$ cat config.mk
export PLATFORM = sky130hd
export DESIGN_NAME = stuck_bus_guard
export DESIGN_NICKNAME = d
export VERILOG_FILES = /design/src/rtl/stk_pkg.sv /design/src/rtl/stk_watchdog.sv /design/src/rtl/stk_recovery.sv /design/src/rtl/stuck_bus_guard.sv
export SDC_FILE = /design/constraint.sdc
export NUM_CORES = 1
export LEC_CHECK = 0
export BUFFER_PORTS_ARGS = -buffer_cell sky130_fd_sc_hd__buf_4
export CAP_MARGIN = 0
export CORE_ASPECT_RATIO = 0.8
export CORE_MARGIN = 3
export CORE_UTILIZATION = 28
export DETAILED_ROUTE_END_ITERATION = 8
export PLACE_DENSITY = 0.54
export SYNTH_ARGS = -nofsm -noshare
export SYNTH_HDL_FRONTEND = slang
export SYNTH_SLANG_ARGS = --single-unit
$ cat constraint.sdc
create_clock -name clk -period 2.1 [get_ports clk]
set_clock_uncertainty 0.05 [all_clocks]
set_input_delay 0.105 -clock clk [delete_from_list [all_inputs] [get_ports clk]]
set_output_delay 0.105 -clock clk [all_outputs]
set_load 0.005 [all_outputs]
$ cat src/rtl/stk_pkg.sv
package stk_pkg;

    typedef enum logic [2:0] {
        RS_IDLE,
        RS_WAIT,
        RS_LOW,
        RS_HIGH,
        RS_SDALO,
        RS_SCLREL,
        RS_DONE
    } rec_state_t;

    typedef struct packed {
        logic sda;
        logic scl;
    } pulls_t;

    function automatic int max_of(input int a, input int b);
        return (a > b) ? a : b;
    endfunction

endpackage

$ cat src/rtl/stk_watchdog.sv
module stk_watchdog #(
    parameter int LIMIT = 4625000
) (
    input  logic clk,
    input  logic rst,
    input  logic arm,
    input  logic sda,
    input  logic scl,
    output logic trip
);
    localparam int CW = $clog2(LIMIT + 1);

    logic [CW-1:0] cnt;
    logic          bus_low;

    assign bus_low = !(sda && scl);
    assign trip    = arm && bus_low && (cnt == CW'(LIMIT - 1));

    always_ff @(posedge clk) begin
        if (rst || !arm || !bus_low)
            cnt <= '0;
        else if (cnt != CW'(LIMIT))
            cnt <= cnt + 1'b1;
    end

    // a both-high sample restarts the count
    p_cnt_clear_r1: assert property (@(posedge clk) disable iff (rst)
        (arm && sda && scl) |=> (cnt == '0));

    // a low sample while armed advances the count
    p_cnt_grow_r1: assert property (@(posedge clk) disable iff (rst)
        (arm && bus_low && cnt < CW'(LIMIT - 1)) |=> (cnt == $past(cnt) + 1'b1));
endmodule

$ cat src/rtl/stk_recovery.sv
module stk_recovery
    import stk_pkg::*;
#(
    parameter int GAP_CYCLES  = 5000,
    parameter int HALF_CYCLES = 625,
    parameter int MAX_PULSES  = 16
) (
    input  logic   clk,
    input  logic   rst,
    input  logic   en,
    input  logic   start,
    input  logic   rearm,
    input  logic   sda_in,
    output pulls_t pulls,
    output logic   done
);
    localparam int TMAX = max_of(GAP_CYCLES, HALF_CYCLES);
    localparam int TW   = $clog2(TMAX + 1);
    localparam int PW   = $clog2(MAX_PULSES + 1);

    rec_state_t    state;
    logic [TW-1:0] tcnt;
    logic [PW-1:0] pcnt;
    logic          half_end;
    logic          gap_end;

    assign half_end = (tcnt == TW'(HALF_CYCLES - 1));
    assign gap_end  = (tcnt == TW'(GAP_CYCLES - 1));

    always_ff @(posedge clk) begin
        if (rst || !en) begin
            state <= RS_IDLE;
            tcnt  <= '0;
            pcnt  <= '0;
        end else begin
            case (state)
                RS_IDLE: begin
                    tcnt <= '0;
                    pcnt <= '0;
                    if (start) state <= RS_WAIT;
                end
                RS_WAIT: begin
                    if (gap_end) begin
                        state <= RS_LOW;
                        tcnt  <= '0;
                    end else begin
                        tcnt <= tcnt + 1'b1;
                    end
                end
                RS_LOW: begin
                    if (half_end) begin
                        state <= RS_HIGH;
                        tcnt  <= '0;
                    end else begin
                        tcnt <= tcnt + 1'b1;
                    end
                end
                RS_HIGH: begin
                    if (half_end) begin
                        tcnt <= '0;
                        if (sda_in || pcnt == PW'(MAX_PULSES - 1)) begin
                            state <= RS_SDALO;
                        end else begin
                            state <= RS_LOW;
                            pcnt  <= pcnt + 1'b1;
                        end
                    end else begin
                        tcnt <= tcnt + 1'b1;
                    end
                end
                RS_SDALO: begin
                    if (half_end) begin
                        state <= RS_SCLREL;
                        tcnt  <= '0;
                    end else begin
                        tcnt <= tcnt + 1'b1;
                    end
                end
                RS_SCLREL: begin
                    if (half_end) begin
                        state <= RS_DONE;
                        tcnt  <= '0;
                    end else begin
                        tcnt <= tcnt + 1'b1;
                    end
                end
                RS_DONE: begin
                    if (rearm) state <= RS_IDLE;
                end
                default: state <= RS_IDLE;
            endcase
        end
    end

    always_comb begin
        pulls.scl = (state == RS_LOW) || (state == RS_SDALO);
        pulls.sda = (state == RS_SDALO) || (state == RS_SCLREL);
    end

    assign done = (state == RS_DONE);

    // the pulse counter never passes the last allowed pulse
    p_pulse_bound_r6: assert property (@(posedge clk) disable iff (rst)
        (pcnt <= PW'(MAX_PULSES - 1)));

    // SDA is only pulled low while SCL is already pulled or being released
    p_sda_only_in_stop_r8: assert property (@(posedge clk) disable iff (rst)
        $rose(pulls.sda) |-> pulls.scl);
endmodule

$ cat src/rtl/stuck_bus_guard.sv
module stuck_bus_guard
    import stk_pkg::*;
#(
    parameter int STUCK_CYCLES = 4625000,
    parameter int GAP_CYCLES   = 5000,
    parameter int HALF_CYCLES  = 625,
    parameter int MAX_PULSES   = 16
) (
    input  logic clk,
    input  logic rst,
    input  logic en,
    input  logic sda_in,
    input  logic scl_in,
    input  logic clr_stuck,
    output logic sda_pull,
    output logic scl_pull,
    output logic stuck,
    output logic drv_off,
    output logic disc_req
);
    logic   trip;
    logic   seq_done;
    logic   stuck_q;
    logic   disc_q;
    pulls_t pulls;

    stk_watchdog #(.LIMIT(STUCK_CYCLES)) u_wdog (
        .clk  (clk),
        .rst  (rst),
        .arm  (en && !stuck_q),
        .sda  (sda_in),
        .scl  (scl_in),
        .trip (trip)
    );

    stk_recovery #(
        .GAP_CYCLES (GAP_CYCLES),
        .HALF_CYCLES(HALF_CYCLES),
        .MAX_PULSES (MAX_PULSES)
    ) u_rec (
        .clk   (clk),
        .rst   (rst),
        .en    (en),
        .start (trip),
        .rearm (clr_stuck),
        .sda_in(sda_in),
        .pulls (pulls),
        .done  (seq_done)
    );

    always_ff @(posedge clk) begin
        if (rst || !en) begin
            stuck_q <= 1'b0;
            disc_q  <= 1'b0;
        end else begin
            disc_q <= trip;
            if (trip)
                stuck_q <= 1'b1;
            else if (clr_stuck && seq_done)
                stuck_q <= 1'b0;
        end
    end

    assign stuck    = stuck_q;
    assign drv_off  = stuck_q;
    assign disc_req = disc_q;
    assign sda_pull = pulls.sda;
    assign scl_pull = pulls.scl;

    // the flag only rises after a sample with a low line
    p_stuck_needs_low_r2: assert property (@(posedge clk) disable iff (rst)
        $rose(stuck_q) |-> $past(!(sda_in && scl_in)));

    // no pull-down is active outside a stuck episode
    p_no_pull_idle_r3: assert property (@(posedge clk) disable iff (rst)
        !stuck_q |-> (!pulls.sda && !pulls.scl));

    // the disconnect request is a single-cycle pulse
    p_disc_single_r4: assert property (@(posedge clk) disable iff (rst)
        disc_q |=> !disc_q);

    // SDA release forms the STOP with SCL already released
    p_stop_order_r8: assert property (@(posedge clk) disable iff (rst)
        $fell(pulls.sda) |-> !pulls.scl);

    // the flag only falls on a clear or on disable
    p_sticky_r9: assert property (@(posedge clk) disable iff (rst)
        $fell(stuck_q) |-> $past(clr_stuck || !en));

    // disable silences the block on the next cycle
    p_en_off_r10: assert property (@(posedge clk) disable iff (rst)
        !en |=> (!stuck_q && !pulls.sda && !pulls.scl));
endmodule

==> flow_summary.toml, run 1 <==
[timing]
fmax_mhz = 492
period_minus_slack_ps = 2030
hold_violations = 0
worst_pin_slew_ps = 742
slew_violations = 0
slew_headroom_pct = 50.5
final-setup-viol-count = 0
finalCritPeriodShare_pct = 96.7

[cts]
postCtsHoldBufs = 0
cts_tree = "built"
cts_buffers = 5
clkLatencyLatePin_ps = 300
path_clk_slew_ps = 100
clk_path_buf_depth = 2
htreeDepth = 2
clock-sinks = 46
root_buffer = "clkbuf_8"

[synth]
synthMostInstantiatedCell = "dfxtp_1"
synthDistinctLibCells = 49
syn_nets = 309
avgSynthCellArea_um2 = 8.17
ys_seq_elements = 46
ys_seq_area_share_pct = 38.0
netlist_area_um2 = 2430
synth_edf_count = 0
synthFlopType = "dfxtp_1"
yosys.area.top_type = "dfxtp_1"
yosys.area.top_type_share_pct = 38.0
ys_top_cells_by_area = "dfxtp_1, nor2_1, xor2_1, nand3_1, nand2_1"
synthCells = 297
yosys_warnings = 0
synthArstFlopShare_pct = 0
yosys-top-cells-count = "dfxtp_1, nor2_1, nand2_1"

[global_routing]
grt_start_max_net_pins = 25
grt_pass1_vias = 1957
grt_pass1_wl_um = 9430
antenna_found_initial = 0
gr-usage-all-layers_pct = 12.1
grt-ovfl-total = 0

[die]
rows = 29
fp.dieArea_um2 = 9820
core_area_um2 = 8160
die_w_um = 110
start_util_pct = 29.7
die_h_um = 89.3
pin_count = 11

[power]
power.total_mw = 1.61
leakage_nw = 1.00
ir_drop_mv = 0.269
pwr_density_cell_nw_per_um2 = 572

[route]
drt_iter0_markers = 112
avgViaCountPerCell = 4.94
first_pass_iters = 4
wire_per_inst_um = 12.8
wirelength_um = 5430
num_vias = 2095
drc = 0
drtAntennaViolNets = 0

[setup_path]
crit_family = "simple AND/OR/NAND/NOR gates"
arrival_ps = 2210
start_kind = "register"
cp-end-kind = "register"
cp.buffers_inverters = 0
path_class = "reg -> reg"
slowest_delay_ps = 470
slowest_stage = "or4b_1"
critPathMostFrequentCell = "ha_2"
path_cells = "ha_2, and3_1, ha_2, nor2_2, nand3_1, o22a_2, or4b_1, o21ai_1"
required_ps = 2280
cp_max_fo = 6

[placement]
gp_congestion = 0.773
port_buffers = 10
dp_hpwl_um = 3970

[cells_and_area]
drive_gt1_share_pct = 14.6
multi_input_area_um2 = 1420
n_antenna_cell = 0
nets = 327
area_delta_synth_final_pct = 16.4
postLayoutCoreUtil_pct = 34.6
regArea_um2 = 923
fillers = 878

[run_status]
status = "completed"

[min_path]
worstHoldPathType = "in -> reg"

[job]
max_cap_viol_count = 0
## cells by family (layout without fill, tap and decap cells)
family | after synthesis | count (layout) | synth area share (%)
xor gates and xnor gates | 21 | 21 | 7.58
AOI/OAI and AO/OA | 47 | 47 | 12.7
adders and majority gates | 6 | 6 | 3.09
and+or+nand+nor | 149 | 149 | 33.0
buffers and inverters | 25 | 44 | 4.44
DFF | 46 | 46 | 38.0
muxes | 3 | 3 | 1.24
## cell usage in the layout, fill, tap and decap left out, drive strengths merged, types with 5 or more instances in the layout
cell,instances
dfxtp,46
nor2,37
nand2,26
buf,25
nand3,20
inv,13
o21ai,13
xor2,12
a31oi,12
and3,11
a21oi,10
xnor2,9
nor3,8
nand4,8
nand3b,7
ha,6
nand2b,5
clkbuf,5
## power by group
part           switching, mW  internal, mW
Sequential           0.00168         0.873
Clock                  0.330         0.364
Combinational         0.0278        0.0179
Total                  0.360          1.25
## state kept, by name, indices dropped and copies added (netlist names)
signal	flops
u_rec.pcnt	5
u_rec.state	3
u_rec.tcnt	13
u_wdog.cnt	23
disc_req	1
drv_off	1
## timing repair
action                                  in CTS  in global routing
setup buffers                                0                  1
gates resized for setup                      0                 10
endpoints found under the setup margin       0                 15
## cell type report
type / instances / share of cell area [%]
Multi-Input combinational cell: 226 / 50.3
Sequential cell: 46 / 32.7
Clock inverter: 3 / 1.68
Tap cell: 108 / 4.79
Inverter: 11 / 1.46
Clock buffer: 5 / 2.44
Timing Repair Buffer: 25 / 6.65
## through the flow
step           hold WS [ps]  cells  setup WS, ps  setup TNS [ps]  area [um^2]
4_1_cts                 132    423          23.2               0         2790
5_1_grt                 180    424         -8.93           -8.93         2820
3_3_place_gp            395    415           141               0         2680
3_5_place_dp            409    415          53.2               0         2680
2_1_floorplan           309    297           169               0         2430
6_report                142    424          69.5               0         2820
## per-layer routing
| metal | share of wire (%) | wire length, um | global-route usage [%] | vias up |
|---|---|---|---|---|
| met2 | 41 | 2210 | 17.6 | 27 |
| met4 | 1.0 | 55 | 3.51 | 0 |
| li1 | - | - | - | 1099 |
| met3 | 4.4 | 240 | 2.67 | 4 |
| met5 | 0 | 0 | 0 | - |
| met1 | 54 | 2920 | 17.8 | 965 |
## worst reg2reg max path: stages (launching register included)
cell,delay (ps)
dfxtp_2,350
ha_2,180
and3_1,180
ha_2,170
nor2_2,120
nand3_1,80
o22a_2,260
or4b_1,470
o21ai_1,90
## worst paths after layout
| path | depth (start not counted) | slack, ps | start | to |
|---|---|---|---|---|
| max | 8 | 70 | u_rec.pcnt[0]$_SDFFE_PP0P_ | u_rec.pcnt[0]$_SDFFE_PP0P_ |
| max reg2reg | 8 | 70 | u_rec.pcnt[0]$_SDFFE_PP0P_ | u_rec.pcnt[0]$_SDFFE_PP0P_ |
| min | 4 | 140 | clr_stuck | drv_off$_SDFFE_PP0P_ |
| min reg2reg | 2 | 420 | u_rec.pcnt[4]$_SDFFE_PP0P_ | u_rec.pcnt[4]$_SDFFE_PP0P_ |
Power figures use the tool's default switching activity.
==> run 2, diff against run 1 <==
--- a/config.mk
+++ b/config.mk
@@ -11,7 +11,7 @@
 export CORE_MARGIN = 3
 export CORE_UTILIZATION = 28
 export DETAILED_ROUTE_END_ITERATION = 8
-export PLACE_DENSITY = 0.54
+export PLACE_DENSITY = 0.47
 export SYNTH_ARGS = -nofsm -noshare
 export SYNTH_HDL_FRONTEND = slang
 export SYNTH_SLANG_ARGS = --single-unit
==> run 2 against run 1 <==
Sequential share of layout area is 0.37 points higher. Via count is 0.29% lower. Largest power group unchanged. Die area stayed put. Global-route usage hardly changed. Clock power is 17% lower. Maximum frequency is 1.9% higher. Final cell count is 0.24% lower. Sequential cell count stayed put. Non-clock buffer count is 1 lower.
==> flow_summary.toml, run 2 (synthesis results as in run 1) <==
[run_status]
status = "completed"

[route]
drtAntennaViolNets = 0
first_pass_iters = 4
avgViaCountPerCell = 4.94
num_vias = 2089
drt_iter0_markers = 99
wire_per_inst_um = 13.2
wirelength_um = 5570
drc = 0

[cts]
htreeDepth = 2
root_buffer = "clkbuf_8"
clkLatencyLatePin_ps = 300
cts_tree = "built"
cts_buffers = 5
postCtsHoldBufs = 0
clk_path_buf_depth = 2
path_clk_slew_ps = 90
clock-sinks = 46

[die]
pin_count = 11
core_area_um2 = 8160
fp.dieArea_um2 = 9820
rows = 29
die_h_um = 89.3
die_w_um = 110
start_util_pct = 29.7

[setup_path]
path_cells = "ha_2, and3_1, ha_2, nor2_2, nand3_1, o22a_2, or4_1, nand2_1"
arrival_ps = 2190
start_kind = "register"
cp-end-kind = "register"
slowest_delay_ps = 500
path_class = "reg -> reg"
cp.buffers_inverters = 0
slowest_stage = "or4_1"
cp_max_fo = 6
critPathMostFrequentCell = "ha_2"
required_ps = 2300
crit_family = "simple AND/OR/NAND/NOR gates"

[placement]
gp_congestion = 0.797
dp_cells = 414
port_buffers = 10
dp_hpwl_um = 4040
placed_area_um2 = 2670

[cells_and_area]
fillers = 874
postLayoutCoreUtil_pct = 34.2
largest_reg_flops = 23
multi_input_area_um2 = 1420
top_regs = "u_wdog.cnt: 23 flops, u_rec.tcnt: 13 flops, u_rec.pcnt: 5 flops"
n_antenna_cell = 0
nets = 326
area_delta_synth_final_pct = 15.0
instances_no_fill = 423
drive_gt1_share_pct = 13.7
layout_commonest_cell = "dfxtp_1"
largest_register = "u_wdog.cnt"
design_area_um2 = 2790
final_cell_mix = "dfxtp_1, nor2_1, nand2_1, buf_4, nand3_1"
regArea_um2 = 922

[power]
combPwrFrac_pct = 3.0
clock_power_share_pct = 38.4
swShare_pct = 22.7
p_sw_mw = 0.340
ir_drop_mv = 0.287
pwr_density_cell_nw_per_um2 = 536
p_int_mw = 1.15
leakage_nw = 0.982
p_seq_share_pct = 58.5

[global_routing]
grt_start_max_net_pins = 25
grt_pass1_vias = 1906
grt-ovfl-total = 0
antenna_found_initial = 0
gr-usage-all-layers_pct = 12.1
grt_pass1_wl_um = 9400

[timing]
rsz0062_at_grt = "false"
hold_violations = 0
finalCritPeriodShare_pct = 94.9
worst_pin_slew_ps = 821
slew_headroom_pct = 45.3
fmax_mhz = 502
tns_ps = 0
slew_violations = 0
period_minus_slack_ps = 1990
final-setup-viol-count = 0

[min_path]
worstHoldPathType = "in -> reg"

[job]
max_cap_viol_count = 0
## run 2: cell count changes in the layout (fill, tap and decap cells not counted), sizes merged
cell	change
buf	-1
clkinvlp	+1
clkinv	+1
clkbuf	+1
bufinv	-1
inv	-2
## run 2: layout make-up
class,count,area share [%]
clock inverter,2,0.449
inverter,11,1.48
tap,108,4.85
clock buffer,6,2.96
multi-input combinational,226,50.7
sequential,46,33.1
timing repair buffer,24,6.46
## run 2: power by group through the flow
stage | clock network (mW) | logic [mW] | registers, mW
after detailed placement | 0 | 0.0430 | 0.895
after CTS | 0.601 | 0.0431 | 0.875
after floorplan | 0 | 0.0227 | 0.895
after global routing | 0.626 | 0.0508 | 0.875
final | 0.575 | 0.0452 | 0.875
after global placement | 0 | 0.0432 | 0.895
## run 2: path summary, 6_finish.rpt
path                                                 start                         end  slack, ps  cells past startpoint
worst max register to register  u_rec.pcnt[0]$_SDFFE_PP0P_  u_rec.pcnt[2]$_SDFFE_PP0P_        110                      8
worst min-delay path                             clr_stuck        drv_off$_SDFFE_PP0P_        150                      4
worst min register to register  u_rec.pcnt[4]$_SDFFE_PP0P_  u_rec.pcnt[4]$_SDFFE_PP0P_        410                      2
worst max-delay path            u_rec.pcnt[0]$_SDFFE_PP0P_  u_rec.pcnt[2]$_SDFFE_PP0P_        110                      8
## run 2: through the flow
step / total power, mW / hold slack [ps] / worst slack [ps]
after floorplan: 0.917 / 309 / 169
after CTS: 1.52 / 153 / 47.5
after detailed placement: 0.938 / 405 / 81.9
after global routing: 1.55 / 172 / 1.79
after global placement: 0.938 / 395 / 85.6
final: 1.49 / 154 / 108
## run 2: layer usage
layer	track usage (%)	up-vias	share of wire (%)
met3	2.45	4	3.4
met2	16.2	32	38
met5	0	-	0
li1	-	1089	-
met4	2.83	0	0.75
met1	19.4	964	58
## run 2: repair_timing
| item | in CTS | in global routing |
|---|---|---|
| gates resized for setup | 0 | 8 |
| endpoints found under the setup margin | 0 | 7 |
| buffers inserted | 0 | 1 |
## run 2: worst reg2reg max path, cell delays in order, from the launching register on
cell	delay, ps
dfxtp_2	350
ha_2	180
and3_1	180
ha_2	170
nor2_2	110
nand3_1	80
o22a_2	260
or4_1	500
nand2_1	60
==> run 3, diff against run 2 <==
--- a/config.mk
+++ b/config.mk
@@ -7,7 +7,7 @@
 export LEC_CHECK = 0
 export BUFFER_PORTS_ARGS = -buffer_cell sky130_fd_sc_hd__buf_4
 export CAP_MARGIN = 0
-export CORE_ASPECT_RATIO = 0.8
+export CORE_ASPECT_RATIO = 1.25
 export CORE_MARGIN = 3
 export CORE_UTILIZATION = 28
 export DETAILED_ROUTE_END_ITERATION = 8
==> run 3 against run 2 <==
Sequential power about the same. Worst hold slack improved by 9.4 ps. Critical path depth unchanged. Maximum frequency decreased by 1.1%.
==> flow_summary.toml, run 3 (synthesis results as in run 1) <==
[run_status]
status = "completed"

[setup_path]
required_ps = 2270
path_class = "reg -> reg"
cp_max_fo = 6
r2r_setup_slack_ps = 90
timing.rr.end = "u_rec.pcnt[0]$_SDFFE_PP0P_"
start_kind = "register"
arrival_ps = 2180
reg2regPathDepth = 8
r2r_start = "u_rec.pcnt[0]$_SDFFE_PP0P_"
cp-end-kind = "register"

[power]
leakage_nw = 1.00
pwr_density_cell_nw_per_um2 = 560
ir_drop_mv = 0.324

[global_routing]
gr-usage-all-layers_pct = 12.1
grt-ovfl-total = 0
antenna_found_initial = 0
grt_pass1_wl_um = 9430
grt_pass1_vias = 2025
grt_start_max_net_pins = 25

[placement]
place_ws_ps = 71.1
placed_area_um2 = 2670
port_buffers = 10
dp_cells = 405
gp_congestion = 0.818
dp_hpwl_um = 3990

[cts]
cts_buffers = 5
cts_tree = "built"
path_clk_slew_ps = 90
htreeDepth = 2
root_buffer = "clkbuf_8"
clk_path_buf_depth = 2
clkLatencyLatePin_ps = 300
clock-sinks = 46

[die]
pin_count = 11
core_area_um2 = 8330
start_util_pct = 29.1
fp.dieArea_um2 = 9820
die_w_um = 89.3
rows = 37
die_h_um = 110

[timing]
tns_ps = 0
finalCritPeriodShare_pct = 95.9
fmax_mhz = 497
slew_headroom_pct = 48.3
final-setup-viol-count = 0
slew_violations = 0
hold_violations = 0
rsz0062_at_grt = "false"
fin_ws_ps = 86.3
worst_pin_slew_ps = 776
period_minus_slack_ps = 2010

[cells_and_area]
nets = 329
largest_register = "u_wdog.cnt"
top_regs = "u_wdog.cnt: 23 flops, u_rec.tcnt: 13 flops, u_rec.pcnt: 5 flops"
layout_commonest_cell = "dfxtp_1"
postLayoutCoreUtil_pct = 33.8
design_area_um2 = 2820
area_delta_synth_final_pct = 16.2
drive_gt1_share_pct = 14.8
n_antenna_cell = 0
largest_reg_flops = 23
final_cell_mix = "dfxtp_1, nor2_1, buf_4, nand2_1, nand3_1"
instances_no_fill = 415

[route]
wire_per_inst_um = 13.2
wirelength_um = 5460
drtAntennaViolNets = 0
drt_iter0_markers = 118
avgViaCountPerCell = 5.11
drc = 0
num_vias = 2121
first_pass_iters = 4

[min_path]
min_from = "clr_stuck"
whs_endpoint = "drv_off$_SDFFE_PP0P_"
min_path_cells = 4
worstHoldPathType = "in -> reg"

[job]
max_cap_viol_count = 0
==> run 3: critical path, stage by stage, from the launching register on <==
cell,delay [ps]
dfxtp_2,340
ha_2,180
and3_4,170
ha_2,160
nor2_2,110
nand3_1,80
o22a_2,260
or4b_1,500
o21ai_1,80
==> run 3: final cells by class <==
| cell class | instances | area (um^2) |
|---|---|---|
| flip-flops and latches | 46 | 925 |
| clock inverters | 1 | 30.0 |
| well taps | 97 | 121 |
| clock buffers | 7 | 76.3 |
| fillers | 899 | 5510 |
| multi-input cells | 226 | 1420 |
| repair buffers | 27 | 203 |
| inverters | 11 | 41.3 |
==> run 3: where the power goes <==
part | switching, mW | total [mW] | leakage (nW) | internal, mW
clock network | 0.305 | 0.661 | 0.0524 | 0.357
logic | 0.0271 | 0.0427 | 0.580 | 0.0156
registers | 0.00170 | 0.875 | 0.372 | 0.873
total | 0.333 | 1.58 | 1.00 | 1.25
==> run 3: how the worst max path moves through the flow <==
stage                                    start                          to  slack, ps  cells after the start
floorplan           u_rec.pcnt[0]$_SDFFE_PP0P_  u_rec.pcnt[0]$_SDFFE_PP0P_        170                      8
global placement    u_rec.pcnt[0]$_SDFFE_PP0P_  u_rec.pcnt[0]$_SDFFE_PP0P_        120                      8
detailed placement  u_rec.pcnt[0]$_SDFFE_PP0P_  u_rec.pcnt[0]$_SDFFE_PP0P_         70                      8
CTS                 u_rec.pcnt[0]$_SDFFE_PP0P_  u_rec.pcnt[0]$_SDFFE_PP0P_         40                      8
global route        u_rec.pcnt[0]$_SDFFE_PP0P_  u_rec.pcnt[0]$_SDFFE_PP0P_          7                      8
finish              u_rec.pcnt[0]$_SDFFE_PP0P_  u_rec.pcnt[0]$_SDFFE_PP0P_         90                      8
==> run 3: layer usage <==
layer	GRT usage [%]	part of all wire, %
met1	15.8	46
met5	0	0
met4	3.19	0.49
met2	20.4	50
met3	2.38	3.7
==> run 3: timing repair <==
| item | 4_1_cts | 5_1_grt |
|---|---|---|
| endpoints found under the setup margin | 0 | 7 |
| buffers inserted | 0 | 2 |
| hold buffers | 0 | 0 |
| gates resized for setup | 0 | 11 |
==> run 3: through the flow <==
stage	total power [mW]	hold WS, ps
6_report	1.58	163
2_1_floorplan	0.917	309
5_1_grt	1.64	200
3_5_place_dp	0.938	411
3_3_place_gp	0.938	395
4_1_cts	1.61	161
